`src/rtl/irt_pkg.sv`:
```
// Shared types and helpers for the PIRQ interrupt router.
// Assumes a route byte with a blocking flag in bit 7 and a 5-bit target.
package irt_pkg;

    localparam int unsigned BYTE_W   = 8;
    localparam int unsigned TGT_W    = 5;
    localparam int unsigned SEL_W    = 3;
    localparam logic [7:0]  ROUTE_RST = 8'h80;
    localparam logic [7:0]  SCI_RST   = 8'h00;
    localparam logic [7:0]  IRQ_NONE  = 8'hFF;

    // Stored form of one route byte (bits 6:5 are not kept)
    typedef struct packed {
        logic             blocked;
        logic [TGT_W-1:0] tgt;
    } route_t;

    // Decoded SCI destination
    typedef struct packed {
        logic             hit;
        logic [TGT_W-1:0] dest;
    } sci_dest_t;

    // Translate the SCI select code into a destination interrupt number
    function automatic sci_dest_t sci_decode(input logic [SEL_W-1:0] code);
        sci_dest_t d;
        d.hit  = 1'b1;
        d.dest = '0;
        case (code)
            3'd0:    d.dest = TGT_W'(9);
            3'd1:    d.dest = TGT_W'(10);
            3'd2:    d.dest = TGT_W'(11);
            3'd4:    d.dest = TGT_W'(20);
            3'd5:    d.dest = TGT_W'(21);
            default: d.hit  = 1'b0;
        endcase
        return d;
    endfunction

endpackage

```
`src/rtl/irt_cfg_regs.sv`:
```
// Configuration register file: one route byte per PIRQ plus the SCI select.
// Assumes route bytes at addresses 0..NUM_PIRQ-1 and SCI select right after.
module irt_cfg_regs
    import irt_pkg::*;
#(
    parameter int unsigned NUM_PIRQ = 8,
    parameter int unsigned ADDR_W   = 4
) (
    input  logic                        clk,
    input  logic                        rst_n,
    input  logic                        wr_en,
    input  logic [ADDR_W-1:0]           wr_addr,
    input  logic [BYTE_W-1:0]           wr_data,
    output route_t [NUM_PIRQ-1:0]       routes_o,
    output logic [SEL_W-1:0]            sci_sel_o
);

    localparam logic [ADDR_W-1:0] SCI_ADDR = ADDR_W'(NUM_PIRQ);

    // Bits of the byte that no register keeps
    logic [1:0] unused_wr_bits;
    assign unused_wr_bits = wr_data[6:5];

    for (genvar i = 0; i < NUM_PIRQ; i++) begin : g_route
        // Hold route byte i; load the reset default or a matching write
        always_ff @(posedge clk) begin
            if (!rst_n) begin
                routes_o[i] <= route_t'({ROUTE_RST[7], ROUTE_RST[TGT_W-1:0]});
            end else if (wr_en && wr_addr == ADDR_W'(i)) begin
                routes_o[i] <= route_t'({wr_data[7], wr_data[TGT_W-1:0]});
            end
        end
    end

    // Hold the SCI select field
    always_ff @(posedge clk) begin
        if (!rst_n) begin
            sci_sel_o <= SCI_RST[SEL_W-1:0];
        end else if (wr_en && wr_addr == SCI_ADDR) begin
            sci_sel_o <= wr_data[SEL_W-1:0];
        end
    end

    // writes above the SCI address leave every register untouched
    a_r2_stray_write_ignored: assert property (@(posedge clk) disable iff (!rst_n)
        (wr_en && wr_addr > SCI_ADDR) |=> ($stable(routes_o) && $stable(sci_sel_o)));

endmodule

```
`src/rtl/irt_pic_merge.sv`:
```
// Builds each legacy PIC input as the OR of all PIRQs and the SCI aimed at it.
// Assumes targets of NUM_PIC or more simply match no line.
module irt_pic_merge
    import irt_pkg::*;
#(
    parameter int unsigned NUM_PIRQ = 8,
    parameter int unsigned NUM_PIC  = 16
) (
    input  route_t [NUM_PIRQ-1:0] routes_i,
    input  logic [NUM_PIRQ-1:0]   pirq_lvl_i,
    input  logic                  sci_lvl_i,
    input  sci_dest_t             sci_dest_i,
    output logic [NUM_PIC-1:0]    pic_o
);

    for (genvar k = 0; k < NUM_PIC; k++) begin : g_line
        logic [NUM_PIRQ-1:0] pick;

        // Select the PIRQs that are unblocked and aimed at line k
        always_comb begin
            for (int n = 0; n < NUM_PIRQ; n++) begin
                pick[n] = !routes_i[n].blocked && (routes_i[n].tgt == TGT_W'(k));
            end
        end

        // OR the picked levels with the SCI when it is steered here
        always_comb begin
            pic_o[k] = |(pick & pirq_lvl_i)
                     | (sci_lvl_i && sci_dest_i.hit && sci_dest_i.dest == TGT_W'(k));
        end
    end

endmodule

```
`src/rtl/irt_gsi_map.sv`:
```
// Drives the APIC lines: PIRQ n owns GSI NUM_PIC+n, the SCI joins its destination.
// Assumes NUM_GSI covers NUM_PIC+NUM_PIRQ lines.
module irt_gsi_map
    import irt_pkg::*;
#(
    parameter int unsigned NUM_PIRQ = 8,
    parameter int unsigned NUM_PIC  = 16,
    parameter int unsigned NUM_GSI  = 24
) (
    input  logic [NUM_PIRQ-1:0] pirq_lvl_i,
    input  logic                sci_lvl_i,
    input  sci_dest_t           sci_dest_i,
    output logic [NUM_GSI-1:0]  gsi_o
);

    localparam int unsigned SPARE_GSI = NUM_GSI - NUM_PIC - NUM_PIRQ;

    // Place the PIRQ levels on their own pins and add the SCI
    always_comb begin
        gsi_o = '0;
        gsi_o[NUM_PIC +: NUM_PIRQ] = pirq_lvl_i;
        if (sci_dest_i.hit && int'(sci_dest_i.dest) < NUM_GSI) begin
            gsi_o[int'(sci_dest_i.dest)] = gsi_o[int'(sci_dest_i.dest)] | sci_lvl_i;
        end
    end

    if (NUM_GSI < NUM_PIC + NUM_PIRQ) begin : g_bad_size
        initial $error("irt_gsi_map: NUM_GSI too small, spare %0d", SPARE_GSI);
    end

endmodule

```
`src/rtl/irt_route_query.sv`:
```
// Answers, per PIRQ, whether it reaches a controller and at which number.
// Assumes a blocked PIC route means the PIRQ is seen on its own GSI.
module irt_route_query
    import irt_pkg::*;
#(
    parameter int unsigned NUM_PIRQ = 8,
    parameter int unsigned NUM_PIC  = 16
) (
    input  route_t [NUM_PIRQ-1:0]         routes_i,
    output logic [NUM_PIRQ-1:0]           qry_en_o,
    output logic [NUM_PIRQ*BYTE_W-1:0]    qry_irq_o
);

    for (genvar n = 0; n < NUM_PIRQ; n++) begin : g_query
        // Resolve the three routing cases for PIRQ n
        always_comb begin
            if (routes_i[n].blocked) begin
                qry_en_o[n]                 = 1'b1;
                qry_irq_o[n*BYTE_W +: BYTE_W] = BYTE_W'(NUM_PIC + n);
            end else if (int'(routes_i[n].tgt) < NUM_PIC) begin
                qry_en_o[n]                 = 1'b1;
                qry_irq_o[n*BYTE_W +: BYTE_W] = BYTE_W'(routes_i[n].tgt);
            end else begin
                qry_en_o[n]                 = 1'b0;
                qry_irq_o[n*BYTE_W +: BYTE_W] = IRQ_NONE;
            end
        end
    end

endmodule

```
`src/rtl/pirq_irq_router.sv`:
```
// Top of the PIRQ router: register file, SCI level register, PIC merge,
// GSI map and route query. Assumes synchronous active-low reset.
module pirq_irq_router
    import irt_pkg::*;
#(
    parameter int unsigned NUM_PIRQ = 8,
    parameter int unsigned NUM_PIC  = 16,
    parameter int unsigned NUM_GSI  = 24,
    parameter int unsigned ADDR_W   = 4
) (
    input  logic                          clk,
    input  logic                          rst_n,
    input  logic                          wr_en,
    input  logic [ADDR_W-1:0]             wr_addr,
    input  logic [7:0]                    wr_data,
    input  logic [NUM_PIRQ-1:0]           pirq_lvl,
    input  logic                          sci_in,
    output logic [NUM_PIC-1:0]            pic_o,
    output logic [NUM_GSI-1:0]            gsi_o,
    output logic [NUM_PIRQ-1:0]           qry_en,
    output logic [NUM_PIRQ*8-1:0]         qry_irq
);

    route_t [NUM_PIRQ-1:0] routes;
    logic [SEL_W-1:0]      sci_sel;
    sci_dest_t             sci_dest;
    logic                  sci_q;

    irt_cfg_regs #(.NUM_PIRQ(NUM_PIRQ), .ADDR_W(ADDR_W)) cfg_i (
        .clk       (clk),
        .rst_n     (rst_n),
        .wr_en     (wr_en),
        .wr_addr   (wr_addr),
        .wr_data   (wr_data),
        .routes_o  (routes),
        .sci_sel_o (sci_sel)
    );

    // Decode the SCI select code into a destination
    always_comb sci_dest = sci_decode(sci_sel);

    // Register the SCI level so only real changes propagate
    always_ff @(posedge clk) begin
        if (!rst_n) sci_q <= 1'b0;
        else        sci_q <= sci_in;
    end

    irt_pic_merge #(.NUM_PIRQ(NUM_PIRQ), .NUM_PIC(NUM_PIC)) pic_i (
        .routes_i   (routes),
        .pirq_lvl_i (pirq_lvl),
        .sci_lvl_i  (sci_q),
        .sci_dest_i (sci_dest),
        .pic_o      (pic_o)
    );

    irt_gsi_map #(.NUM_PIRQ(NUM_PIRQ), .NUM_PIC(NUM_PIC), .NUM_GSI(NUM_GSI)) gsi_i (
        .pirq_lvl_i (pirq_lvl),
        .sci_lvl_i  (sci_q),
        .sci_dest_i (sci_dest),
        .gsi_o      (gsi_o)
    );

    irt_route_query #(.NUM_PIRQ(NUM_PIRQ), .NUM_PIC(NUM_PIC)) qry_i (
        .routes_i  (routes),
        .qry_en_o  (qry_en),
        .qry_irq_o (qry_irq)
    );

    // the registered SCI follows its input exactly one edge later
    a_r8_sci_one_edge: assert property (@(posedge clk) disable iff (!rst_n)
        (sci_in != sci_q) |=> (sci_q == $past(sci_in)));

    // a raised PIRQ is always visible on its own GSI
    a_r6_gsi_owns_pirq: assert property (@(posedge clk) disable iff (!rst_n)
        ((pirq_lvl & ~gsi_o[NUM_PIC +: NUM_PIRQ]) == '0));

    // the low GSIs carry only the SCI, so never more than one is high
    a_r10_low_gsi_single: assert property (@(posedge clk) disable iff (!rst_n)
        $onehot0(gsi_o[NUM_PIC-1:0]));

    // with no PIRQ and no SCI active every PIC input is low
    a_r4_pic_idle: assert property (@(posedge clk) disable iff (!rst_n)
        ((pirq_lvl == '0) && !sci_q) |-> (pic_o == '0));

    for (genvar n = 0; n < NUM_PIRQ; n++) begin : g_qchk
        // a disabled query always reports the no-interrupt number
        a_r9_disabled_none: assert property (@(posedge clk) disable iff (!rst_n)
            !qry_en[n] |-> (qry_irq[n*8 +: 8] == IRQ_NONE));
    end

endmodule

```
`config.mk`:
```
export PLATFORM = sky130hd
export DESIGN_NAME = pirq_irq_router
export DESIGN_NICKNAME = d
export VERILOG_FILES = /design/src/rtl/irt_pkg.sv /design/src/rtl/irt_cfg_regs.sv /design/src/rtl/irt_pic_merge.sv /design/src/rtl/irt_gsi_map.sv /design/src/rtl/irt_route_query.sv /design/src/rtl/pirq_irq_router.sv
export SDC_FILE = /design/constraint.sdc
export NUM_CORES = 1
export LEC_CHECK = 0
export ABC_AREA = 0
export BUFFER_PORTS_ARGS = -buffer_cell sky130_fd_sc_hd__buf_2
export CORE_ASPECT_RATIO = 1.1
export CORE_MARGIN = 4
export CORE_UTILIZATION = 30
export CTS_BUF_LIST = sky130_fd_sc_hd__clkbuf_2 sky130_fd_sc_hd__clkbuf_4 sky130_fd_sc_hd__clkbuf_8
export CTS_CLUSTER_DIAMETER = 120
export DETAILED_ROUTE_END_ITERATION = 8
export GPL_ROUTABILITY_DRIVEN = 0
export PLACE_DENSITY = 0.62
export SETUP_SLACK_MARGIN = 0.05
export SYNTH_ARGS = -nofsm -noshare
export SYNTH_HDL_FRONTEND = slang
export SYNTH_SLANG_ARGS = --single-unit
```
`constraint.sdc`:
```
create_clock -name clk -period 2.8 [get_ports clk]
set_input_delay 0.28 -clock clk [delete_from_list [all_inputs] [get_ports clk]]
set_output_delay 0.28 -clock clk [all_outputs]
set_load 0.01 [all_outputs]
```
==> impl_metrics.tcl <==
set metrics [dict create \
    synth.area.mux_share_pct 9.556 \
    worst_slew_pin_slew_ns 0.7953 \
    seqPwrFrac_pct 55.5 \
    core_area_um2 13270 \
    finalHoldViolCount 0 \
    clock-sinks 52 \
    vias 4133 \
    htreeDepth 2 \
    vdd_drop_max_v 0.0001815 \
    critPathMaxFanout 7 \
    yosys.area_share.simple_pct 39.91 \
    p_clk_share_pct 33.1 \
    min_period_ns 2.535 \
    clk_latency_ns 0.31 \
    final-max-slew-violation-count 0 \
    netlist_area_um2 4085 \
    io_pins 136 \
    hold_buffers 0 \
    synth_seq_cells 52 \
    top_layer_used "met4" \
    final_layout_size_suffix_gt1_share_pct 23.94 \
    grt_overflow 0 \
    synth-edff-count 0 \
    wirelength_um 13490 \
    synth_seq_area_share_pct 25.48 \
    areaGrowthSynthToFinish_pct 13.60 \
    wl_met1_um 5846 \
    numCtsBuffers 5 \
    cts_tree "done" \
    multi_input_area_um2 2590 \
    finish.net_count 637 \
    ys_types 49 \
    dp_hpwl_um 10280 \
    via_per_inst 5.179 \
    worstHoldStart "sci_in" \
    root_buffer "clkbuf_8" \
    drt_iter0_drc 354 \
    firstDrtPassIters 5 \
    grt_pass1_vias 3764 \
    fmaxAchievable_ghz 0.3945 \
    cap_violations 0 \
    syn_area_per_cell_um2 7.441 \
    die-area_um2 15550 \
    n_fill_cell 1460 \
    setup_viol_count_final 0 \
    wl_met2_um 6124 \
    io_buffers 120 \
    cts_setup_buffers 0 \
    yosysWarnings 0 \
    die_w_um 119.3 \
    total_leakage_power_nw 1.869 \
    route.detailed.drc 0 \
    fin_skew_ns 0 \
    hold_class "input port to register" \
    cts_resized 0 \
    r2r-start "cfg_i.routes_o[45]" \
    intPower_mw 1.009 \
    pwr-share-comb_pct 11.5 \
    p_per_area_nw_per_um2 298.6 \
    gr-usage-all-layers_pct 16.66 \
    grt_pass1_wl_um 20760 \
    grt_max_degree 53 \
    final_common_cell "buf_2" \
    avgRoutedWirePerCell_um 16.91 \
    crit_start "cfg_i.routes_o[47]" \
    critical_path_required_ns 2.52 \
    synth_top_family_by_area "simple AND/OR/NAND/NOR gates" \
    clockBufferDepth 2 \
    wl_met3_um 985 \
    switching_share_pct 27.20 \
    rsz0062_at_grt "false" \
    clk_pin_slew_ns 0.10 \
    outcome "complete, no violations" \
    critical_path_class "register to primary output" \
    async_flop_share_pct 0 \
    final_cell_mix "buf_2, nor2_1, dfxtp_1" \
    synth_xor_area_share_pct 0 \
    synth_flop_cell "dfxtp_1" \
    arrival_ns 2.25 \
    power.switching_uw 377.0 \
    timing.setup.tns_ns 0 \
    ant_nets 0 \
    max_slew_margin_pct 46.98 \
    synth_fa_ha_area_share_pct 0 \
    die_h_um 130.4 \
    area.sequential_um2 1041 \
    n_antenna_cell 0 \
    antenna_found_initial 0 \
    fin_crit_sh_pct 90.53 \
    initial_core_util_pct 30.79 \
    power.total_mw 1.386 \
    num_rows 44 \
    synth-compound-area-share_pct 12.74 \
    start_kind "register" \
    end_kind "primary output" \
    whs_ns 0.1856 \
    netlist_instances 549 \
]
==> path summary, 6_finish.rpt <==
kind / end / slack, ns / depth (start not counted)
worst min register to register: cfg_i.routes_o[2] / 0.51 / 2
worst max-delay path: pic_o[8] / 0.27 / 5
worst min-delay path: sci_q / 0.19 / 2
worst max register to register: cfg_i.routes_o[45] / 1.81 / 2
==> logic make-up (layout without fill, tap and decap cells) <==
group / count (synthesis) / count (layout)
AO/OA/AOI/OAI: 69 / 69
buffers and inverters: 97 / 150
flip-flops: 52 / 52
multiplexers: 39 / 39
other: 1 / 13
AND/OR/NAND/NOR: 291 / 291
==> cells in the mapped netlist, drive strengths merged, types with 6 or more instances <==
cell type / count / area (µm²)
nor4: 6 / 37.54
o21ai: 7 / 35.03
nand3b: 8 / 72.57
or4b: 6 / 60.06
a221oi: 15 / 131.4
nand2b: 17 / 106.4
nand2: 34 / 127.6
nor2b: 44 / 275.3
a32oi: 7 / 61.31
nand4: 6 / 37.54
mux2i: 39 / 390.4
dfxtp: 52 / 1041
nand3: 18 / 90.09
or2: 7 / 43.79
clkbuf: 35 / 132.6
or3: 13 / 81.33
buf: 41 / 287.8
inv: 21 / 78.83
nor3: 27 / 135.1
a21boi: 10 / 75.07
nor2: 78 / 292.8
nand4bb: 6 / 67.56
==> power groups by stage <==
| stage | Sequential, mW | Clock [mW] | Combinational [mW] |
|---|---|---|---|
| after global placement | 0.785 | 0 | 0.159 |
| after floorplan | 0.774 | 0 | 0.126 |
| after detailed placement | 0.786 | 0 | 0.159 |
| after global routing | 0.772 | 0.490 | 0.174 |
| after CTS | 0.768 | 0.468 | 0.160 |
| final | 0.769 | 0.458 | 0.159 |
==> per-stage QoR <==
stage	setup slack (ns)	cells	util (%)	cell area, µm²
after floorplan	0.9647	561	-	4130
after global placement	0.6542	790	34.28	4548
after detailed placement	0.6918	790	34.28	4548
after CTS	0.3284	798	34.98	4641
after global routing	0.1828	798	34.98	4641
final	0.2653	798	34.98	4641
==> state kept, by name (all words and copies together) (netlist names) <==
signal           cells
cfg_i.routes_o      48
cfg_i.sci_sel_o      3
sci_q                1
==> final cells by class <==
class                      instances  area share (%)
clock buffer                       6           1.779
clock inverter                     2          0.2157
inverter                          21           1.699
multi-input combinational        412           55.81
sequential                        52           22.43
tap                              184           4.961
timing repair buffer             121           13.10
==> worst max-delay path: stages, from the launching register on <==
cell	delay, ns
dfxtp_1	0.37
or4b_2	0.77
nor4_1	0.37
a221oi_1	0.12
nand3_1	0.15
buf_2	0.15
==> layer usage <==
metal,vias to the layer above,GRT usage (%)
met5,-,0
met4,0,5.862
met3,40,3.056
met2,203,28.13
met1,1878,21.47
li1,2012,-
Power figures use the tool's default switching activity.
